**src/rtl/ldst_hazard_pkg.sv**
```systemverilog
package ldst_hazard_pkg;
  localparam int StoreSlots = 8;
  localparam int RobTagW    = 4;
  localparam int WordAddrW  = 32;
  localparam int SlotIdxW   = $clog2(StoreSlots);

  // strobes from control to datapath
  typedef struct packed {
    logic                allocEn;
    logic [SlotIdxW-1:0] allocIdx;
    logic                commitEn;
    logic [SlotIdxW-1:0] commitIdx;
    logic                clearAll;
  } slotStrobes_t;

  // true when tag a is older than tag b, measured from head (modulo tag space)
  function automatic logic isOlder(input logic [RobTagW-1:0] a,
                                   input logic [RobTagW-1:0] b,
                                   input logic [RobTagW-1:0] head);
    logic [RobTagW-1:0] distA;
    logic [RobTagW-1:0] distB;
    distA = a - head;
    distB = b - head;
    return distA < distB;
  endfunction
endpackage

```
**src/rtl/ldst_hazard_ctrl.sv**
```systemverilog
module ldst_hazard_ctrl
  import ldst_hazard_pkg::*;
#(
  parameter int NumSlots = StoreSlots
) (
  input  logic         clk,
  input  logic         rstN,
  input  logic         allocValid,
  input  logic         commitValid,
  input  logic         flush,
  output slotStrobes_t strb,
  output logic         full
);
  localparam int IdxW = $clog2(NumSlots);
  localparam int CntW = IdxW + 1;

  logic [IdxW-1:0] headPtr;
  logic [IdxW-1:0] tailPtr;
  logic [CntW-1:0] fillCount;
  logic            emptyQ;
  logic            allocOk;
  logic            commitOk;

  assign full     = (fillCount == CntW'(NumSlots));
  assign emptyQ   = (fillCount == '0);
  assign allocOk  = allocValid && !full && !flush;
  assign commitOk = commitValid && !emptyQ && !flush;

  always_comb begin
    strb.allocEn   = allocOk;
    strb.allocIdx  = tailPtr;
    strb.commitEn  = commitOk;
    strb.commitIdx = headPtr;
    strb.clearAll  = flush;
  end

  always_ff @(posedge clk) begin
    if (!rstN) begin
      headPtr   <= '0;
      tailPtr   <= '0;
      fillCount <= '0;
    end else if (flush) begin
      headPtr   <= '0;
      tailPtr   <= '0;
      fillCount <= '0;
    end else begin
      if (allocOk)  tailPtr <= tailPtr + 1'b1;
      if (commitOk) headPtr <= headPtr + 1'b1;
      case ({allocOk, commitOk})
        2'b10:   fillCount <= fillCount + 1'b1;
        2'b01:   fillCount <= fillCount - 1'b1;
        default: fillCount <= fillCount;
      endcase
    end
  end
endmodule

```
**src/rtl/ldst_hazard_dpath.sv**
```systemverilog
module ldst_hazard_dpath
  import ldst_hazard_pkg::*;
#(
  parameter int NumSlots = StoreSlots,
  parameter int TagW     = RobTagW,
  parameter int AddrW    = WordAddrW
) (
  input  logic             clk,
  input  logic             rstN,
  input  slotStrobes_t     strb,
  input  logic [TagW-1:0]  allocTag,
  input  logic             addrValid,
  input  logic [TagW-1:0]  addrTag,
  input  logic [AddrW-1:0] addrValue,
  input  logic [TagW-1:0]  robHead,
  input  logic [TagW-1:0]  loadTag,
  input  logic [AddrW-1:0] loadAddr,
  output logic             hazard,
  output logic [AddrW-1:0] headAddr,
  output logic [TagW-1:0]  headTag
);
  logic             slotValid [NumSlots];
  logic             slotKnown [NumSlots];
  logic [TagW-1:0]  slotTag   [NumSlots];
  logic [AddrW-1:0] slotAddr  [NumSlots];
  logic [NumSlots-1:0] blockVec;

  for (genvar i = 0; i < NumSlots; i++) begin : g_slot
    logic allocHere;
    logic commitHere;
    logic addrHere;
    logic olderThanLoad;
    logic addrMatch;

    assign allocHere  = strb.allocEn  && (strb.allocIdx  == i[SlotIdxW-1:0]);
    assign commitHere = strb.commitEn && (strb.commitIdx == i[SlotIdxW-1:0]);
    assign addrHere   = addrValid && slotValid[i] && (slotTag[i] == addrTag) && !allocHere;

    always_ff @(posedge clk) begin
      if (!rstN) begin
        slotValid[i] <= 1'b0;
        slotKnown[i] <= 1'b0;
        slotTag[i]   <= '0;
        slotAddr[i]  <= '0;
      end else if (strb.clearAll) begin
        slotValid[i] <= 1'b0;
        slotKnown[i] <= 1'b0;
      end else begin
        if (commitHere) slotValid[i] <= 1'b0;
        if (allocHere) begin
          slotValid[i] <= 1'b1;
          slotKnown[i] <= 1'b0;
          slotTag[i]   <= allocTag;
        end
        if (addrHere) begin
          slotKnown[i] <= 1'b1;
          slotAddr[i]  <= addrValue;
        end
      end
    end

    // an older store blocks if its address is unknown or equal to the load's
    assign olderThanLoad = slotValid[i] && isOlder(slotTag[i], loadTag, robHead);
    assign addrMatch     = slotKnown[i] && (slotAddr[i] == loadAddr);
    assign blockVec[i]   = olderThanLoad && (!slotKnown[i] || addrMatch);
  end

  assign hazard   = |blockVec;
  assign headAddr = slotAddr[strb.commitIdx];
  assign headTag  = slotTag[strb.commitIdx];
endmodule

```
**src/rtl/ldst_hazard_gate.sv**
```systemverilog
module ldst_hazard_gate
  import ldst_hazard_pkg::*;
(
  input  logic                 clk,
  input  logic                 rstN,
  input  logic [RobTagW-1:0]   robHead,
  input  logic                 allocValid,
  input  logic [RobTagW-1:0]   allocTag,
  input  logic                 addrValid,
  input  logic [RobTagW-1:0]   addrTag,
  input  logic [WordAddrW-1:0] addrValue,
  input  logic                 loadValid,
  input  logic [RobTagW-1:0]   loadTag,
  input  logic [WordAddrW-1:0] loadAddr,
  input  logic                 commitValid,
  input  logic                 flush,
  output logic                 loadGo,
  output logic                 loadStall,
  output logic                 sqFull,
  output logic                 memWrValid,
  output logic [WordAddrW-1:0] memWrAddr,
  output logic [RobTagW-1:0]   memWrTag
);
  slotStrobes_t strb;
  logic         hazard;

  ldst_hazard_ctrl #(.NumSlots(StoreSlots)) u_ctrl (
    .clk(clk), .rstN(rstN), .allocValid(allocValid), .commitValid(commitValid),
    .flush(flush), .strb(strb), .full(sqFull)
  );

  ldst_hazard_dpath #(.NumSlots(StoreSlots), .TagW(RobTagW), .AddrW(WordAddrW)) u_dpath (
    .clk(clk), .rstN(rstN), .strb(strb), .allocTag(allocTag),
    .addrValid(addrValid), .addrTag(addrTag), .addrValue(addrValue),
    .robHead(robHead), .loadTag(loadTag), .loadAddr(loadAddr),
    .hazard(hazard), .headAddr(memWrAddr), .headTag(memWrTag)
  );

  assign loadGo     = loadValid && !flush && !hazard;
  assign loadStall  = loadValid && !flush && hazard;
  assign memWrValid = strb.commitEn;
endmodule

```
**config.mk**
```make
export PLATFORM = sky130hd
export DESIGN_NAME = ldst_hazard_gate
export DESIGN_NICKNAME = d
export VERILOG_FILES = /design/src/rtl/ldst_hazard_pkg.sv /design/src/rtl/ldst_hazard_ctrl.sv /design/src/rtl/ldst_hazard_dpath.sv /design/src/rtl/ldst_hazard_gate.sv
export SDC_FILE = /design/constraint.sdc
export NUM_CORES = 1
export LEC_CHECK = 0
export BUFFER_PORTS_ARGS = -buffer_cell sky130_fd_sc_hd__buf_2
export CORE_ASPECT_RATIO = 1.2
export CORE_MARGIN = 1.5
export CORE_UTILIZATION = 35
export DETAILED_ROUTE_END_ITERATION = 10
export PLACE_DENSITY = 0.6
export SLEW_MARGIN = 40
export SYNTH_ARGS = -nofsm -noshare
export SYNTH_HDL_FRONTEND = slang
export SYNTH_SLANG_ARGS = --single-unit
```
**constraint.sdc**
```tcl
create_clock -name clk -period 7.4 [get_ports clk]
set_clock_uncertainty 0.2 [all_clocks]
set_input_delay 1.85 -clock clk [delete_from_list [all_inputs] [get_ports clk]]
set_output_delay 1.85 -clock clk [all_outputs]
set_load 0.1 [all_outputs]
```
; Yosys cells after proc, flatten, opt, wreduce, memory -nomap -nowiden
; Memories as Yosys holds them, arrays and structs flattened. A register that Yosys moved wholly into a read port is not among the register bits.
; Index checks and enable logic that the tools add are counted.
[word_totals]
latch_bits = 0
reg_bits = 10
mem_bits_rw = 304
output_inout_bits = 40
in_bits = 87
word_cells = 400
n_memories = 4
mem_bits_ro = 0
[mem_list]
columns = memory, words, width, rd, rd_clocked_by_memory_dff, wr, line
row1 = u_dpath.slotAddr, 8, 32, 9, 1, 8, ldst_hazard_dpath.sv:25  ; logic [AddrW-1:0] slotAddr [NumSlots];
row2 = u_dpath.slotTag, 8, 4, 9, 1, 8, ldst_hazard_dpath.sv:24  ; logic [TagW-1:0] slotTag [NumSlots];
row3 = u_dpath.slotKnown, 8, 1, 8, 0, 8, ldst_hazard_dpath.sv:23  ; logic slotKnown [NumSlots];
row4 = u_dpath.slotValid, 8, 1, 8, 0, 8, ldst_hazard_dpath.sv:22  ; logic slotValid [NumSlots];
[classes]
n_eq_ne = 33
mux = 169
reduce_logical = 105
bitwise = 65
multipliers = 0
div = 0
order_cmp = 8
n_shift = 0
addsub = 13
[op_table]
columns = cell, count
row1 = 32-bit equality test, 8
row2 = 32-bit two-way mux, 8
row3 = 1-bit two-way mux, 148
row4 = 1-bit logical AND, 71
row5 = 1-bit bitwise OR, 64
row6 = 4-bit subtractor, 9
row7 = 4-bit equality test, 8
row8 = 4-bit less-than comparator, 8
row9 = 4-bit two-way mux, 8
row10 = 3-bit equality test (second input constant), 8
row11 = 1-bit zero test, 20
row12 = 3-bit by 2-bit equality test with 1-bit output (second input constant), 4
row13 = 3-bit two-way mux, 4
row14 = 1-bit logical OR, 8
row15 = 4-bit one-hot mux with 2 select lines, 1
row16 = 8-bit OR reduction, 1
row17 = 3-bit by 1-bit adder with 3-bit output (second input constant), 2
row18 = 3-bit by 1-bit equality test with 1-bit output (second input constant), 2
row19 = 3-bit zero test, 2
row20 = 4-bit by 1-bit adder with 4-bit output (second input constant), 1
row21 = 4-bit equality test (second input constant), 1
row22 = 4-bit zero test, 1
row23 = 4-bit by 1-bit subtractor with 4-bit output (second input constant), 1
row24 = 2-bit by 1-bit equality test with 1-bit output (second input constant), 1
row25 = other kinds (4), 4

; Depth between registers and ports, before layout
[depth]
word_depth = 12
mapped_depth = 12

; Cells and area by module
; A second synthesis with hierarchy kept.
[hier_totals]
hier_cells = 1500
area_unflattened_um2 = 19022.0
[modules_own_cells]
columns = mod, instances, area_each_um2, seq_area_each_um2, cells_per_inst
row1 = ldst_hazard_dpath, 1, 18395.1, 9108.7, 1434
row2 = ldst_hazard_ctrl, 1, 605.6, 200.2, 64
row3 = ldst_hazard_gate, 1, 21.3, 0.0, 2

; Worst setup path before layout
; OpenSTA, ideal clock, no wires.
[synth_timing]
kind = input to output
from = in robHead[1]
to = out loadStall
stages = 10
required_time_ns = 5.350
slack_ns = -0.278
n_path_buf = 0
t_arrival_ns = 5.628
path_cell_list = inv_1 -> fa_1 -> inv_1 -> ha_1 -> a21o_1 -> maj3_1 -> nor3_1 -> o2111a_1 -> nor4_1 -> a21oi_1
[synth_between]
elab_chain_len = 6
elab_cells_between_ends = 35
cone_classes = 9 x add/sub / 8 x order compare / 18 x reduce/logical
[synth_rtl]
columns = item, line
row1 = from (decl), ldst_hazard_gate.sv:6  ; input logic [RobTagW-1:0] robHead,
row2 = 4-bit subtractor (on tied branches), "ldst_hazard_pkg.sv:22, ldst_hazard_pkg.sv:23"
row3 = 4-bit less-than comparator, ldst_hazard_pkg.sv:24  ; return distA < distB;
row4 = 1-bit logical AND, ldst_hazard_dpath.sv:63  ; assign olderThanLoad = slotValid[i] && isOlder(slotTag[i], loadTag, robHead);
row5 = 1-bit logical AND, ldst_hazard_dpath.sv:65  ; assign blockVec[i] = olderThanLoad && (!slotKnown[i] || addrMatch);
row6 = 8-bit OR reduction (*), ldst_hazard_dpath.sv:68  ; assign hazard = |blockVec;
row7 = 1-bit logical AND (*), ldst_hazard_gate.sv:40  ; assign loadStall = loadValid && !flush && hazard;
row8 = to (decl), ldst_hazard_gate.sv:18  ; output logic loadStall,
; Mark *: on every way between the ends. The rest lies on a longest branch, timed or not.

; Final worst setup path
[layout_timing]
from = in loadTag[0]
to = out loadGo
[layout_between]
elab_chain_len = 7
elab_cells_between_ends = 28
cone_classes = 1 x add/sub / 8 x order compare / 19 x reduce/logical
[layout_rtl]
columns = item, line
row1 = from (decl), ldst_hazard_gate.sv:13  ; input logic [RobTagW-1:0] loadTag,
row2 = 4-bit subtractor (*), ldst_hazard_pkg.sv:23  ; distB = b - head;
row3 = 4-bit less-than comparator, ldst_hazard_pkg.sv:24
row4 = 1-bit logical AND, ldst_hazard_dpath.sv:63
row5 = 1-bit logical AND, ldst_hazard_dpath.sv:65
row6 = 8-bit OR reduction (*), ldst_hazard_dpath.sv:68
row7 = 1-bit zero test (*), ldst_hazard_gate.sv:39  ; assign loadGo = loadValid && !flush && !hazard;
row8 = 1-bit logical AND (*), ldst_hazard_gate.sv:39
row9 = to (decl), ldst_hazard_gate.sv:17  ; output logic loadGo,
; Marks and branches as above.

==> impl_metrics.toml <==
[status]
status = "completed"

[timing]
rsz0062_at_grt = "no"
hold_viol = 0
tightest_slew_ps = 835
setup_viol = 0
fin_crit_ps = 6820
fmax_ghz = 0.147
report.final.slew_viol_count = 0
hold_ws_ps = 311
timing.setup.tns_ps = 0
slew_headroom_pct = 43.8
fin_crit_sh_pct = 92.2

[synth]
syn-instance-count = 1510
ys.flop_type = "edfxtp_1"
ys_ff_latch = 317
synth_warnings = 0
seq_area_frac_synth_pct = 48.8
synth_area_um2 = 19200
synth-edff-count = 302
synth_area_per_cell_um2 = 12.7
syn-num-nets = 1657
async_flop_share_pct = 0
yosysUniqueCellTypes = 46

[drt]
drt_iter0_markers = 1187
drtAntennaViolNets = 0
drcViolationCount = 0
routed_wl_um = 61100
first_pass_iters = 5
wire_per_inst_um = 26.0
vias = 12600
vias_per_cell = 5.38

[critical_path]
timing.critical_path.mode_cell = "inv_1"
slowest_delay_ps = 480
cp_data_required_time_ps = 5350
reg2reg_from = "u_ctrl.fillCount[0]"
crit_chain = "buf_2, inv_1, ha_1, inv_1, fa_1, inv_1, ha_1, a21o_1, maj3_1, nor3_1, o2111a_1, nor4_1, and4b_1, buf_12"
path_class = "input port to output port"
end_kind = "output port"
cp_max_fo = 8
crit_start = "loadTag[0]"
cp_slowest_cell = "fa_1"
worst_ep_arrival_time_ps = 4770
start_kind = "input port"

[finish]
syn2layout_area_growth_pct = 14.0
layout-drive-gt1-share_pct = 21.5
layout_common_cells = "edfxtp_1, xor2_1, and2_1"
layout_commonest_cell = "edfxtp_1"
nets = 1759
fillerInstances = 5183

[power_and_ir_drop]
switchingPower_w = 0.00118
p_int_w = 0.00330
peakVddDrop_v = 0.000156
power_frac_seq_pct = 46.3
total_power_w = 0.00448
clockPowerShare_pct = 40.2
p_leak_nw = 8.77
powerDensity_nw_per_um2 = 205
switching_share_pct = 26.4
p_comb_share_pct = 13.5

[clock_network]
postCtsHoldBufs = 0
cts_num_sinks = 317
numCtsBuffers = 35
post_cts_buffers = 0
cts-root-buf = "clkbuf_16"
clockBufferDepth = 3
post_cts_resized = 0
h-tree-depth = 2
cts_tree = "yes"
insertion_delay_ps = 530
clkTransAtPathRegs_ps = 60

[place]
place_hpwl_um = 41600
place.gp.congestion = 0.918
io_buffers = 126

[grt]
overflow = 0
grt_usage_pct = 21.6
grt_pass1_vias = 13000
antenna_found_initial = 10
grt_max_degree = 54
grt_pass1_wl_um = 88500

[hold_path]
min_from = "u_ctrl.fillCount[3]"
worstHoldPathType = "register to register"

[floorplanning]
start_util_pct = 35.6
row_count = 93
die_area_um2 = 56300
die_h_um = 260
io_pins = 127
die_w_um = 217
core_area_um2 = 54000

[job]
maxCapViolations = 0
## through the flow
| stage | util (%) | cell area (um^2) | cells | setup slack, ps |
|---|---|---|---|---|
| 6_report | 40.6 | 21900 | 2352 | 579 |
| 5_1_grt | 40.6 | 21900 | 2350 | 314 |
| 4_1_cts | 40.5 | 21900 | 2349 | 561 |
| 3_5_place_dp | 38.4 | 20700 | 2286 | 569 |
| 3_3_place_gp | 38.3 | 20700 | 2285 | 661 |
| 2_1_floorplan | - | 19200 | 1510 | 301 |
## routing by layer
layer	wire, um	track usage [%]	part of all wire [%]
met1	24200	26.7	40
met2	30600	37.7	50
met3	3950	3.45	6.5
met4	2300	8.31	3.8
met5	62	0	0.10
## worst max-delay path, delay by kind of cell
kind | cells | cell delay (ps)
adders and majority gates | 4 | 1150
and+or+nand+nor | 3 | 820
buffers and inverters | 5 | 560
AOI/OAI and AO/OA | 2 | 380
## worst paths after layout
check | to | slack (ps) | cells past startpoint
setup / recovery | loadGo | 580 | 14
hold / removal | u_ctrl.fillCount[3] | 310 | 2
setup reg to reg | u_dpath.slotAddr[4][30] | 3590 | 8
hold reg to reg | u_ctrl.fillCount[3] | 310 | 2
## cell type report
type                    instances  area (um^2)  share of cell area [%]
flip-flops and latches        317         9380                    42.8
multi-input cells            1058         9350                    42.7
repair buffers                164          988                    4.51
clock buffers                  46          980                    4.47
well taps                     712          891                    4.07
clock inverters                17          178                   0.811
inverters                      36          135                   0.617
diodes                          2         5.00                  0.0228
## synth_stat cells, types with 2 or more instances
library cell	count	share of area, %
a21o_1	17	0.66
a21oi_1	14	0.36
and2_1	237	7.7
and3_1	62	2.0
and3_4	3	0.18
buf_1	4	0.078
buf_2	51	1.3
buf_4	4	0.16
buf_6	3	0.18
clkbuf_1	37	0.72
dfxtp_1	15	1.6
edfxtp_1	302	47
fa_1	10	1.0
ha_1	50	3.3
inv_1	36	0.70
maj3_1	8	0.42
mux2_2	36	2.1
mux2i_1	2	0.10
mux4_2	72	8.4
nand2_1	18	0.35
nand2b_1	11	0.36
nand3_1	21	0.55
nand4_1	23	0.75
nor2_1	17	0.33
nor2_2	2	0.065
nor2b_1	3	0.098
nor3_1	15	0.39
nor3b_2	3	0.20
nor3b_4	2	0.20
nor4_1	66	2.1
o2111a_1	8	0.47
o21ai_0	26	0.68
or3_1	2	0.065
xnor2_1	23	1.0
xor2_1	296	13
## registers in the layout (all words and copies together) (netlist names), named ones only
name and flops:
u_ctrl.headPtr 3, u_dpath.slotTag 32, u_dpath.slotKnown 8, u_dpath.slotAddr 256, u_ctrl.tailPtr 3, u_ctrl.fillCount 4, u_dpath.slotValid 8
## cell families after synthesis
logic type               Yosys count  synth area share [%]
AND/OR/NAND/NOR                  491                  15.8
flip-flops                       317                  48.8
multiplexers                     110                  10.7
AO/OA/AOI/OAI                     70                  2.39
buffers and inverters            135                  3.17
XOR/XNOR                         319                  14.5
adder cells (fa/ha/maj)           68                  4.72
## power groups by stage
stage,Clock [W],Combinational (W),Sequential [W]
after floorplan,0,0.000412,0.00210
after global placement,0,0.000596,0.00211
after detailed placement,0,0.000604,0.00211
after CTS,0.00182,0.000607,0.00207
after global routing,0.00188,0.000650,0.00208
final,0.00180,0.000606,0.00207
Note: power is estimated with default switching activity, not from simulation.
